File: config.mk
export PLATFORM = sky130hd
export DESIGN_NAME = clkdiv_channel
export DESIGN_NICKNAME = d
export VERILOG_FILES = /design/src/rtl/chdiv_pkg.sv /design/src/rtl/chdiv_cfg_regs.sv /design/src/rtl/chdiv_core.sv /design/src/rtl/chdiv_out_sel.sv /design/src/rtl/clkdiv_channel.sv
export SDC_FILE = /design/constraint.sdc
export NUM_CORES = 1
export LEC_CHECK = 0
export BUFFER_PORTS_ARGS = -buffer_cell sky130_fd_sc_hd__buf_2
export CORE_MARGIN = 5
export CORE_UTILIZATION = 45
export CTS_CLUSTER_SIZE = 16
export DETAILED_ROUTE_END_ITERATION = 12
export GPL_ROUTABILITY_DRIVEN = 0
export GPL_TIMING_DRIVEN = 0
export PLACE_DENSITY = 0.69
export SLEW_MARGIN = 40
export SYNTH_ARGS = -nofsm -noshare
export SYNTH_HDL_FRONTEND = slang
export SYNTH_SLANG_ARGS = --single-unit
File: constraint.sdc
create_clock -name clk_in -period 2.3 [get_ports clk_in]
set_clock_uncertainty 0.2 [all_clocks]
set_input_delay 0.46 -clock clk_in [delete_from_list [all_inputs] [get_ports clk_in]]
set_output_delay 0.46 -clock clk_in [all_outputs]
set_load 0.02 [all_outputs]
File: src/rtl/chdiv_pkg.sv
package chdiv_pkg;
  localparam int CNT_W = 4;
  localparam int REG_W = 2 * CNT_W;
  // control register bit positions (phase occupies [CNT_W-1:0])
  localparam int BIT_BYP = CNT_W;
  localparam int BIT_IGN = CNT_W + 1;
  localparam int BIT_FRC = CNT_W + 2;
  localparam int BIT_STH = CNT_W + 3;

  typedef struct packed {
    logic [CNT_W-1:0] low_cnt;
    logic [CNT_W-1:0] high_cnt;
    logic [CNT_W-1:0] phase;
    logic             bypass;
    logic             ignore_sync;
    logic             force_lvl;
    logic             start_high;
  } chdiv_cfg_t;
endpackage

File: src/rtl/chdiv_cfg_regs.sv
module chdiv_cfg_regs
  import chdiv_pkg::*;
#(
  parameter bit BYPASS_RST = 1'b0
) (
  input  logic             clk_in,
  input  logic             rst_n,
  input  logic             wr_en,
  input  logic             wr_sel,
  input  logic [REG_W-1:0] wr_data,
  output chdiv_cfg_t       cfg
);
  localparam logic [REG_W-1:0] CTRL_RST = REG_W'(BYPASS_RST) << BIT_BYP;

  logic [REG_W-1:0] ratio_q;
  logic [REG_W-1:0] ctrl_q;

  always_ff @(posedge clk_in or negedge rst_n) begin
    if (!rst_n) begin
      ratio_q <= '0;
      ctrl_q  <= CTRL_RST;
    end else if (wr_en) begin
      if (wr_sel) ctrl_q  <= wr_data;
      else        ratio_q <= wr_data;
    end
  end

  always_comb begin
    cfg.low_cnt     = ratio_q[CNT_W-1:0];
    cfg.high_cnt    = ratio_q[REG_W-1:CNT_W];
    cfg.phase       = ctrl_q[CNT_W-1:0];
    cfg.bypass      = ctrl_q[BIT_BYP];
    cfg.ignore_sync = ctrl_q[BIT_IGN];
    cfg.force_lvl   = ctrl_q[BIT_FRC];
    cfg.start_high  = ctrl_q[BIT_STH];
  end
endmodule

File: src/rtl/chdiv_core.sv
module chdiv_core
  import chdiv_pkg::*;
(
  input  logic       clk_in,
  input  logic       rst_n,
  input  logic       sync_i,
  input  chdiv_cfg_t cfg,
  output logic       hold,
  output logic       lvl
);
  logic [CNT_W-1:0] cnt_q;
  logic [CNT_W-1:0] wait_q;
  logic [CNT_W-1:0] low_sh;
  logic [CNT_W-1:0] high_sh;
  logic [CNT_W-1:0] cur_len;
  logic             start_sh;

  assign hold    = cfg.bypass | (~cfg.ignore_sync & sync_i);
  assign cur_len = lvl ? high_sh : low_sh;

  always_ff @(posedge clk_in or negedge rst_n) begin
    if (!rst_n) begin
      lvl      <= 1'b0;
      cnt_q    <= '0;
      wait_q   <= '0;
      low_sh   <= '0;
      high_sh  <= '0;
      start_sh <= 1'b0;
    end else if (hold) begin
      lvl      <= cfg.start_high;
      cnt_q    <= '0;
      wait_q   <= cfg.phase;
      low_sh   <= cfg.low_cnt;
      high_sh  <= cfg.high_cnt;
      start_sh <= cfg.start_high;
    end else if (wait_q != '0) begin
      wait_q <= wait_q - 1'b1;
    end else if (cnt_q == cur_len) begin
      lvl   <= ~lvl;
      cnt_q <= '0;
      // leaving the second phase closes a full period: adopt new ratio
      if (lvl != start_sh) begin
        low_sh  <= cfg.low_cnt;
        high_sh <= cfg.high_cnt;
      end
    end else begin
      cnt_q <= cnt_q + 1'b1;
    end
  end
endmodule

File: src/rtl/chdiv_out_sel.sv
module chdiv_out_sel (
  input  logic clk_in,
  input  logic bypass,
  input  logic ignore_sync,
  input  logic force_lvl,
  input  logic div_lvl,
  output logic clk_out
);
  always_comb begin
    if (bypass)           clk_out = clk_in;
    else if (ignore_sync) clk_out = force_lvl;
    else                  clk_out = div_lvl;
  end
endmodule

File: src/rtl/clkdiv_channel.sv
module clkdiv_channel
  import chdiv_pkg::*;
#(
  parameter bit BYPASS_RST = 1'b0
) (
  input  logic             clk_in,
  input  logic             rst_n,
  input  logic             sync_i,
  input  logic             cfg_wr,
  input  logic             cfg_sel,
  input  logic [REG_W-1:0] cfg_wdata,
  output logic             clk_out
);
  chdiv_cfg_t cfg;
  logic       core_hold;
  logic       div_lvl;

  chdiv_cfg_regs #(.BYPASS_RST(BYPASS_RST)) u_regs (
    .clk_in  (clk_in),
    .rst_n   (rst_n),
    .wr_en   (cfg_wr),
    .wr_sel  (cfg_sel),
    .wr_data (cfg_wdata),
    .cfg     (cfg)
  );

  chdiv_core u_core (
    .clk_in (clk_in),
    .rst_n  (rst_n),
    .sync_i (sync_i),
    .cfg    (cfg),
    .hold   (core_hold),
    .lvl    (div_lvl)
  );

  chdiv_out_sel u_out (
    .clk_in      (clk_in),
    .bypass      (cfg.bypass),
    .ignore_sync (cfg.ignore_sync),
    .force_lvl   (cfg.force_lvl),
    .div_lvl     (div_lvl),
    .clk_out     (clk_out)
  );
endmodule

==> metrics.txt <==
vias 1027; Startpoint Class clock port; DPL Wire Length between 2000 and 2500 µm; gr usage total 0.146; vias in the first global route 1151; commonest cells after routing, fill and taps aside dfrtp_1, mux2_2, buf_2; Residual DRC 0; IO buf count 13; max_cap viols 0; largest net degree at the start of global routing 35; Fillers 288; first-pass GRT wire length approximately 5400 µm; relative slew slack 0.637; Crit path largest cell delay 160 ps; layout cells sized above 1 0.358; worst-skew pair later-pin latency 460 ps; Final #Nets approximately 160; Synth area leaders dfrtp_1, mux2_2, mux2_4; Critical Path RT 1640 ps; Power Density between 900 and 1000 mW/mm²; CTS clk-pin slew, worst paths 110 ps; Rows 21; Slew Viols, Final 0; Core ar. 0.00339 mm²; Post-Syn Instances 123; ys async rst share 1.00; Worst VDD drop 0.000528 V; share of the synthesized area in the top cell type 0.531; IO Pins 14; HP Class in2reg; LEAKAGE ~0.00084 µW; Worst EP arrival ~1500 ps; CP Cell Sequence clkbuf_4 -> nand2_1 -> o21ai_1 -> buf_4; count of cell types in the netlist 31; ant diodes 0; initial antenna violation count 0; CTS tree yes; Yosys warnings 0; Vias/cell around 5.3; Fin Hold WS between 30 and 40 ps; Worst Path Max Fanout 2; DRT Wirelength 3100 µm; Fin. Hold Viols 0; period utilization 0.950; post-synthesis sequential area ratio 0.531; Peak Freq 462 MHz; Setup Crit Path Kind clk2out; Main synth FF type dfrtp_1; Finished Layout Cells 194; GRT Residual Overflow 0; CP endpoint kind output port; Slew @ Worst Pin 544 ps; die area ~0.005 mm²; synthesized flop and latch total 34; initial core utilization 0.473; drt first pass iters 4; Final min period 2190 ps; final setup TNS 0 ps; Final setup viols 0; post-synth net total 138; number of enable flip-flop cells after synthesis 0; commonest non-fill, non-tap cell in the layout dfrtp_1; Critical-path top delay cell buf_4; Routed Antenna Nets 0; outcome finished, final reports clean; placed cell count approximately 180; RSZ-0062 raised after global routing false; routed len/inst 16.0 µm; Die Y 69.7 µm; Synth Area per Inst 13.0 µm²; Starting DRT DRC Count 73; Synth area leader dfrtp_1; post-layout util 0.540; Die Span X between 60 and 70 µm; Synth Cell Area 0.00160 mm²; Syn-to-layout area delta 14.1%
-- flip-flops by register name (all words and copies together) (netlist names) --
name	count
u_core.high_sh	4
u_core.lvl	1
u_core.start_sh	1
u_regs.ratio_q	8
u_core.cnt_q	4
u_core.wait_q	4
u_core.low_sh	4
u_regs.ctrl_q	8
-- kinds of logic after synthesis --
kind of cell / synth area share
flops: 0.531
mux: 0.225
simple gates: 0.0991
compound gates: 0.0710
buf+inv: 0.0258
xor+xnor: 0.0328
fa+ha+maj: 0.0156
-- worst max-delay path: cells and delay by family --
kind                   cells  cell delay [ps]
AND/OR/NAND/NOR            1               50
AO/OA/AOI/OAI              1               60
buffers and inverters      2              270
-- cells in the mapped netlist, types with 2 or more instances --
cell and number:
a21oi_1 4, o21ai_0 5, mux2_4 8, nor2_1 4
buf_6 2, xnor2_1 5, mux2i_1 6, dfrtp_1 34
inv_1 3, nor2b_1 2, clkbuf_1 2, a22o_1 2
mux2_2 16, ha_1 2, nand3b_1 3, nand2_1 10
-- where the power goes --
| part | total (µW) | switching [µW] | leakage [µW] | internal (µW) |
|---|---|---|---|---|
| clock | 441 | 236 | 0.0000529 | 204 |
| combinational | 544 | 254 | 0.000380 | 290 |
| sequential | 817 | 94.5 | 0.000409 | 722 |
| total | 1800 | 585 | 0.000842 | 1220 |
-- what timing repair did --
| item | CTS | global route |
|---|---|---|
| hold buffers | 1 | 0 |
| gates resized for setup | 2 | 1 |
| pin swaps | 0 | 1 |
| endpoints found under the setup margin | 1 | 9 |
| endpoints found under the hold margin | 34 | 0 |
| setup buffers | 0 | 1 |
-- layout make-up --
type | instances | area (µm²) | area share
Sequential cell | 34 | 851 | 0.465
Multi-Input combinational cell | 82 | 717 | 0.392
Timing Repair Buffer | 14 | 80.1 | 0.0438
Clock buffer | 10 | 77.6 | 0.0424
Tap cell | 46 | 57.6 | 0.0315
Buffer | 4 | 30.0 | 0.0164
Inverter | 3 | 11.3 | 0.00616
Clock inverter | 1 | 5.00 | 0.00274
-- through the flow --
step / total power, µW / cell area (µm²) / setup slack [ps]
floorplan: 1250 / 1600 / 226
global placement: 1350 / 1730 / 44.9
detailed placement: 1390 / 1730 / 52.7
CTS: 1800 / 1810 / 21.5
global route: 1930 / 1830 / 20.7
finish: 1800 / 1830 / 115
-- worst paths after layout --
kind | from | to | slack, ps | cells past startpoint
max | clk_in | clk_out | 110 | 4
min | cfg_wdata[5] | u_regs.ratio_q[5] | 40 | 2
max reg2reg | u_core.lvl | u_core.low_sh[0] | 130 | 7
min reg2reg | u_regs.ctrl_q[1] | u_core.wait_q[1] | 310 | 2
max in group asynchronous | rst_n | u_regs.ctrl_q[4] | 1320 | 2
min in group asynchronous | rst_n | u_core.lvl | 270 | 2
-- per-layer routing --
| layer | vias to the layer above | track usage | wire (µm) |
|---|---|---|---|
| li1 | 484 | - | - |
| met3 | 7 | 0.0623 | 142 |
| met4 | 0 | 0.0872 | 71 |
| met5 | - | 0 | 0 |
| met1 | 518 | 0.179 | 1420 |
| met2 | 18 | 0.214 | 1460 |
Power figures use the tool's default switching activity.
